[config.mk]
export PLATFORM = sky130hd
export DESIGN_NAME = hw_store_unit
export DESIGN_NICKNAME = d
export VERILOG_FILES = /design/src/rtl/hw_store_unit.sv
export SDC_FILE = /design/constraint.sdc
export NUM_CORES = 1
export LEC_CHECK = 0
export BUFFER_PORTS_ARGS = -buffer_cell sky130_fd_sc_hd__buf_2
export CORE_AREA = 8 8 138 140
export CTS_BUF_LIST = sky130_fd_sc_hd__clkbuf_8
export DETAILED_ROUTE_END_ITERATION = 10
export DIE_AREA = 0 0 146 148
export GPL_TIMING_DRIVEN = 0
export PLACE_DENSITY = 0.77
export SLEW_MARGIN = 10
export SYNTH_ARGS = -nofsm -noshare
export SYNTH_HDL_FRONTEND = slang
export SYNTH_SLANG_ARGS = --single-unit
[constraint.sdc]
create_clock -name clk -period 5.7 [get_ports clk]
set_clock_uncertainty 0.2 [all_clocks]
set_input_delay 1.71 -clock clk [delete_from_list [all_inputs] [get_ports clk]]
set_output_delay 1.71 -clock clk [all_outputs]
set_load 0.1 [all_outputs]
[src/rtl/hw_store_unit.sv]
module hw_store_unit #(
  parameter int XLEN = 64,
  parameter int AW   = 32
) (
  input  logic            clk,
  input  logic            rst_n,
  input  logic            in_valid,
  input  logic [31:0]     in_word,
  input  logic [XLEN-1:0] src_val,
  input  logic [XLEN-1:0] base_val,
  input  logic [XLEN-1:0] idx_val,
  output logic            in_ready,
  output logic            mem_valid,
  output logic [AW-1:0]   mem_addr,
  output logic [7:0]      mem_byte,
  input  logic            mem_ready,
  output logic            done,
  output logic            wb_valid,
  output logic [4:0]      wb_reg,
  output logic [XLEN-1:0] wb_data,
  output logic            resv_kill,
  output logic [AW-1:0]   resv_addr,
  output logic            illegal,
  output logic            unhandled
);
  localparam int PAD = XLEN - AW;

  typedef enum logic [1:0] {S_IDLE, S_HI, S_LO, S_FIN} st_t;
  st_t state;

  logic [AW-1:0] ea_q;
  logic [15:0]   half_q;
  logic          upd_q, resv_q, ill_q, unh_q;
  logic [4:0]    rfld_q;

  wire [5:0] opcd   = in_word[31:26];
  wire [4:0] afld   = in_word[20:16];
  wire [9:0] xo     = in_word[10:1];
  wire       d_form = (opcd == 6'd44) || (opcd == 6'd45);
  wire       x_form = (opcd == 6'd31) && ((xo == 10'd407) || (xo == 10'd439));
  wire       upd    = (opcd == 6'd45) || (x_form && xo == 10'd439);
  wire       take   = in_valid && (state == S_IDLE);

  wire [XLEN-1:0] base   = (afld == 5'd0 && !upd) ? '0 : base_val;
  wire [XLEN-1:0] offs   = d_form ? {{(XLEN-16){in_word[15]}}, in_word[15:0]} : idx_val;
  wire [XLEN-1:0] ea_all = base + offs;

  always_ff @(posedge clk) begin
    if (!rst_n) begin
      state  <= S_IDLE;
      ea_q   <= '0;
      half_q <= '0;
      upd_q  <= 1'b0;
      rfld_q <= '0;
      resv_q <= 1'b0;
      ill_q  <= 1'b0;
      unh_q  <= 1'b0;
    end else begin
      resv_q <= 1'b0;
      ill_q  <= 1'b0;
      unh_q  <= 1'b0;
      case (state)
        S_IDLE: if (take) begin
          if (!(d_form || x_form)) unh_q <= 1'b1;
          else if (upd && afld == 5'd0) ill_q <= 1'b1;
          else begin
            state  <= S_HI;
            ea_q   <= ea_all[AW-1:0];
            half_q <= src_val[15:0];
            upd_q  <= upd;
            rfld_q <= afld;
            resv_q <= 1'b1;
          end
        end
        S_HI:  if (mem_ready) state <= S_LO;
        S_LO:  if (mem_ready) state <= S_FIN;
        default: state <= S_IDLE;
      endcase
    end
  end

  assign in_ready  = (state == S_IDLE);
  assign mem_valid = (state == S_HI) || (state == S_LO);
  assign mem_addr  = (state == S_LO) ? ea_q + AW'(1) : ea_q;
  assign mem_byte  = (state == S_LO) ? half_q[7:0] : half_q[15:8];
  assign done      = (state == S_FIN);
  assign wb_valid  = done && upd_q;
  assign wb_reg    = rfld_q;
  assign wb_data   = {{PAD{1'b0}}, ea_q};
  assign resv_kill = resv_q;
  assign resv_addr = ea_q;
  assign illegal   = ill_q;
  assign unhandled = unh_q;

  p_hold_r11: assert property (@(posedge clk) disable iff (!rst_n)
    mem_valid && !mem_ready |=> mem_valid && $stable(mem_addr) && $stable(mem_byte));
  p_next_byte_r8: assert property (@(posedge clk) disable iff (!rst_n)
    resv_kill && mem_ready |=> mem_valid && mem_addr == $past(mem_addr) + AW'(1));
  p_resv_first_r9: assert property (@(posedge clk) disable iff (!rst_n)
    resv_kill |-> mem_valid && mem_addr == resv_addr);
  p_resv_pulse_r9: assert property (@(posedge clk) disable iff (!rst_n)
    resv_kill |=> !resv_kill);
  p_wb_done_r5: assert property (@(posedge clk) disable iff (!rst_n)
    wb_valid |-> done && wb_data[XLEN-1:AW] == '0);
  p_outcome_r6: assert property (@(posedge clk) disable iff (!rst_n)
    $onehot0({done, illegal, unhandled}));
  p_quiet_r10: assert property (@(posedge clk) disable iff (!rst_n)
    (illegal || unhandled) |-> !mem_valid && !resv_kill && !wb_valid);
endmodule

Yosys cells after proc, flatten, opt, wreduce, memory -nomap -nowiden

Index checks and enable logic that the tools add are counted.

Output and inout port bits: 148
Register bits: 59
Word-level logic and storage cells: 55

Reduce and logical (&&, ||, !) cells: 18
Multiplexer cells: 13
Equal/unequal tests: 13
Add/subtract/negate cells: 2
Bitwise gates (word level): 1

Operator list:

| kind                                                   | count |
|---|---|
| 2-to-1 mux 32 bit                                      | 3 |
| adder 32 x 1 -> 32 bit (second input constant)         | 1 |
| adder 32 bit                                           | 1 |
| equality test 10 x 9 -> 1 bit (second input constant)  | 2 |
| equality test 6 bit (second input constant)            | 2 |
| 2-to-1 mux 2 bit                                       | 5 |
| 2-to-1 mux 8 bit                                       | 1 |
| AND reduction 4 bit                                    | 2 |
| equality test 6 x 5 -> 1 bit (second input constant)   | 1 |
| logical AND 1 bit                                      | 6 |
| inequality test 2 bit (second input constant)          | 3 |
| one-hot mux 2 bit (3 select lines)                     | 1 |
| logical NOT 5 bit                                      | 1 |
| logical OR 1 bit                                       | 5 |
| AND reduction 5 bit                                    | 1 |
| equality test 2 bit (second input constant)            | 2 |
| inequality test 2 x 1 -> 1 bit (second input constant) | 2 |
| 2-to-1 mux 1 bit                                       | 3 |
| AND reduction 3 bit                                    | 1 |
| equality test 2 x 1 -> 1 bit (second input constant)   | 1 |
| logical NOT 2 bit                                      | 1 |
| logical NOT 1 bit                                      | 1 |
| NOT 1 bit                                              | 1 |

Logic depth before layout (Yosys ltp)

Depth after elaboration: 10
Gate-level depth with buffers: 15
Depth with buffers taken out: 14

Worst setup path before layout

No wires, ideal clock.

Path kind: flip-flop to output port
From: register ea_q[0], in the netlist resv_addr[0]
To: output port mem_addr[28]
Data arrival time: 4.132 ns
Data required time: 3.790 ns
Cell stages (with the launch flop): 8
Slack: -0.342 ns
Cells stage by stage: dfxtp_1 -> ha_1 -> nand4_1 -> nor2_1 -> nand3_1 -> nor3_1 -> nand3_1 -> xnor2_1

Longest elaborated chain between the ends: 2

RTL lines:

| what                     | line | RTL |
|---|---|---|
| start: declaration       | 31   | `logic [AW-1:0] ea_q;` |
| start signal: assignment | 68   | `ea_q <= ea_all[AW-1:0];` |
| adder 32 x 1 -> 32 bit   | 84   | `assign mem_addr = (state == S_LO) ? ea_q + AW'(1) : ea_q;` |
| 2-to-1 mux 32 bit        | 84   |  |
| end: declaration         | 14   | `output logic [AW-1:0] mem_addr,` |

Every way passes these cells.

Worst setup path in the final report

From: input port in_word[28]
To: register ea_q[30], in the netlist resv_addr[30]

Longest elaborated chain between the ends: 8

RTL lines:

| what                         | line | RTL |
|---|---|---|
| start: declaration           | 8    | `input logic [31:0] in_word,` |
| equality test 6 x 5 -> 1 bit | 40   | `wire x_form = (opcd == 6'd31) && ((xo == 10'd407) \|\| (xo == 10'd439));` |
| logical AND 1 bit            | 40   |  |
| logical AND 1 bit            | 41   | `wire upd = (opcd == 6'd45) \|\| (x_form && xo == 10'd439);` |
| logical OR 1 bit             | 41   |  |
| logical NOT 1 bit            | 44   | `wire [XLEN-1:0] base = (afld == 5'd0 && !upd) ? '0 : base_val;` |
| logical AND 1 bit            | 44   |  |
| 2-to-1 mux 32 bit            | 44   |  |
| adder 32 bit                 | 46   | `wire [XLEN-1:0] ea_all = base + offs;` |

Parallel ways exist; a longest one is shown, timed or not.
A chain may end at the register's enable or synchronous reset.

==> flow_summary_export.csv <==
group,metric,value,unit
outcome,outcome,"complete, no violations",
worst_setup_path,start_kind,"input pin",
timing,hold_violations,0,
timing,holdWs,254,ps
logic_synthesis,syn_inst,807,
global_routing,grt_max_degree,12,
drt,drc_errors,0,
flow_run,maxCapViolCount,0,
worst_setup_path,crit_family,"simple AND/OR/NAND/NOR gates",
drt,wire_per_inst,16.3,um
logic_synthesis,syn_avg_cell_area,7.10,um^2
cts,cts_tree,"done",
drt,vias,6406,
worst_setup_path,worst_setup_path_end_kind,"register",
worst_setup_path,critPathMaxStageDelay,520,ps
cells_and_area,final_nets,1341,
cts,holdBufCountCts,0,
global_routing,grt_pass1_wl,33600,um
worst_setup_path,arrival,5610,ps
cts,cts_buffers,9,
cells_and_area,diodes,0,
worst_setup_path,crit_type,"in -> reg",
drt,detail_route.first_pass.iterations,5,
worst_setup_path,cp_cell_sequence,"buf_2 -> and4b_1 -> and3_1 -> a211oi_4 -> clkbuf_2 -> nor2b_1 -> ha_1 -> a21oi_1 -> nor2b_1 -> nor3_1 -> nor3b_2 -> nor3_1 -> or4_1 -> nand3_1",
cts,htree_levels,3,
floorplanning,die_y,148,um
drt,via_per_inst,4.91,
timing,setup_tns,0,ps
cts,cts_root_buf,"clkbuf_8",
global_routing,grt_pass1_vias,6258,
power,p_leak,3.97,nW
place,hpwl,18200,um
cts,worst_skew_pair.late_latency,350,ps
logic_synthesis,yosys_warnings,0,
logic_synthesis,ys_types,65,
floorplanning,rows,48,
floorplanning,coreArea,0.0169,mm^2
drt,drt_iter0_markers,446,
timing,slew_headroom,0.578,
cells_and_area,largest_register_ffs,32,
timing,tightest_slew,633,ps
power,powerDensity,204,mW/mm^2
global_routing,antenna_found_initial,0,
cts,cts.sinks,59,
cells_and_area,final_layout_size_suffix_gt1_frac,0.327,
floorplanning,die_area,0.0216,mm^2
cells_and_area,nFillCells,1740,
global_routing,track_usage,0.192,
cts,clkTransAtPathRegs,80,ps
timing,rsz0062_at_grt,"yes",
cells_and_area,design_area,0.00761,mm^2
logic_synthesis,yosys_most_used_dff,"dfxtp_1",
logic_synthesis,ys_async_sr_fraction,0,
place,gp_congestion,0.908,
timing,drv_slew,0,
logic_synthesis,syn-cell-area,0.00573,mm^2
worst_setup_path,cp_slowest_cell,"or4_1",
worst_setup_path,cp_max_fo,10,
logic_synthesis,ys_ff_latch,59,
floorplanning,io_pins,376,
drt,drtAntennaViolNets,0,
timing,period_share,0.970,
floorplanning,initial_utilization,0.338,
floorplanning,fp.dieW,146,um
worst_setup_path,cp.required,5780,ps
logic_synthesis,synth_seq_area_share,0.206,
cells_and_area,area_delta_synth_final,32.8,%
cts,cts.path.max_buffers,2,
drt,routed_wl,21400,um
timing,setup_violations,0,
worst_setup_path,path_buf_inv,2,
place,portBuffers,226,
power,irDropWorstVdd,0.000110,V
worst_hold_path,hold_path.class,"reg -> reg",
global_routing,overflow,0,
timing,fin_crit,5530,ps
logic_synthesis,synth-edff-count,0,
timing,timing.fmax,181,MHz
place,placed_area,0.00732,mm^2
## final timing paths
kind	from	slack (ps)	end	cells past startpoint
worst max-delay path	in_word[28]	170	resv_addr[30]$_SDFFE_PN0P_	14
worst min-delay path	wb_reg[0]$_SDFFE_PN0P_	250	wb_reg[0]$_SDFFE_PN0P_	2
worst max register to register	state[0]$_SDFFE_PN0P_	3380	resv_addr[31]$_SDFFE_PN0P_	7
worst min register to register	wb_reg[0]$_SDFFE_PN0P_	250	wb_reg[0]$_SDFFE_PN0P_	2
## cells by family (layout without fill, tap and decap cells)
logic type,after synthesis,after routing,synth area share
AO/OA/AOI/OAI,167,167,0.193
XOR/XNOR,38,38,0.0581
adder cells (fa/ha/maj),37,37,0.0821
buffers and inverters,116,359,0.124
flip-flops,59,59,0.206
multiplexers,10,10,0.0194
other,1,32,0.000654
AND/OR/NAND/NOR,379,379,0.317
## synth_stat cells, types with 4 or more instances
| cell type | instances | area share |
|---|---|---|
| a211oi_1 | 5 | 0.0065 |
| nor3_1 | 15 | 0.013 |
| nand3b_1 | 5 | 0.0065 |
| nand4b_1 | 4 | 0.0061 |
| nand4_1 | 11 | 0.012 |
| nand3_1 | 43 | 0.038 |
| o31ai_1 | 5 | 0.0065 |
| xnor2_1 | 25 | 0.038 |
| or3_1 | 13 | 0.014 |
| buf_2 | 7 | 0.0061 |
| nand2_1 | 185 | 0.12 |
| o21bai_1 | 4 | 0.0052 |
| nor2b_1 | 35 | 0.038 |
| o211ai_1 | 11 | 0.014 |
| ha_1 | 36 | 0.079 |
| and2_1 | 6 | 0.0065 |
| a31oi_1 | 9 | 0.0098 |
| mux2_2 | 9 | 0.018 |
| dfxtp_1 | 59 | 0.21 |
| and3_1 | 15 | 0.016 |
| a21boi_0 | 5 | 0.0065 |
| a21oi_1 | 64 | 0.056 |
| a21o_1 | 12 | 0.016 |
| o21ai_0 | 19 | 0.017 |
| inv_1 | 18 | 0.012 |
| buf_4 | 67 | 0.088 |
| nor2_1 | 31 | 0.020 |
| xor2_1 | 13 | 0.020 |
| o21a_1 | 9 | 0.012 |
| clkbuf_1 | 20 | 0.013 |
## repair_timing
action / CTS / global route
setup buffers: 0 / 1
endpoints found under the hold margin: 0 / 0
gates resized for setup: 4 / 7
pin swaps: 1 / 1
setup endpoints to repair: 20 / 9
## area by class of cell
| type | count | area [um^2] | share of cell area |
|---|---|---|---|
| multi-input combinational | 663 | 4050 | 0.532 |
| clock buffer | 10 | 138 | 0.0181 |
| tap | 225 | 282 | 0.0370 |
| buffer | 98 | 648 | 0.0851 |
| timing repair buffer | 227 | 1140 | 0.150 |
| sequential | 59 | 1180 | 0.155 |
| clock inverter | 6 | 111 | 0.0146 |
| inverter | 18 | 67.6 | 0.00887 |
## power breakdown
group / internal, mW / switching [mW] / leakage [nW]
logic: 0.179 / 0.462 / 3.37
registers: 0.422 / 0.0106 / 0.476
clock network: 0.303 / 0.174 / 0.123
## routing by layer
layer / global-route usage / wire, um / vias to the layer above
met4: 0.0592 / 398 / 0
met1: 0.243 / 9670 / 2851
met2: 0.314 / 9700 / 275
met5: 0 / 0 / -
met3: 0.0468 / 1590 / 25
li1: - / - / 3255
## through the flow
step,utilization,power [mW],worst slack (ps),std cells
2_1_floorplan,-,0.944,17.5,838
3_3_place_gp,0.432,1.07,-776,1289
3_5_place_dp,0.432,1.07,-786,1289
4_1_cts,0.448,1.55,33.6,1305
5_1_grt,0.450,1.62,-22.3,1306
6_report,0.450,1.55,169,1306
## worst min-delay path: stages (launching register included)
cell     delay (ps)
dfxtp_1         310
nand2_1          50
a21oi_1          50
## layout by cell type (no fill, tap or decap), types with 19 or more instances in the layout
cell,n
buf_2,233
nand2_1,185
buf_4,68
a21oi_1,64
dfxtp_1,59
nand3_1,43
ha_1,36
nor2b_1,35
conb_1,32
nor2_1,31
o21ai_0,19
(Power assumes the default switching activity.)
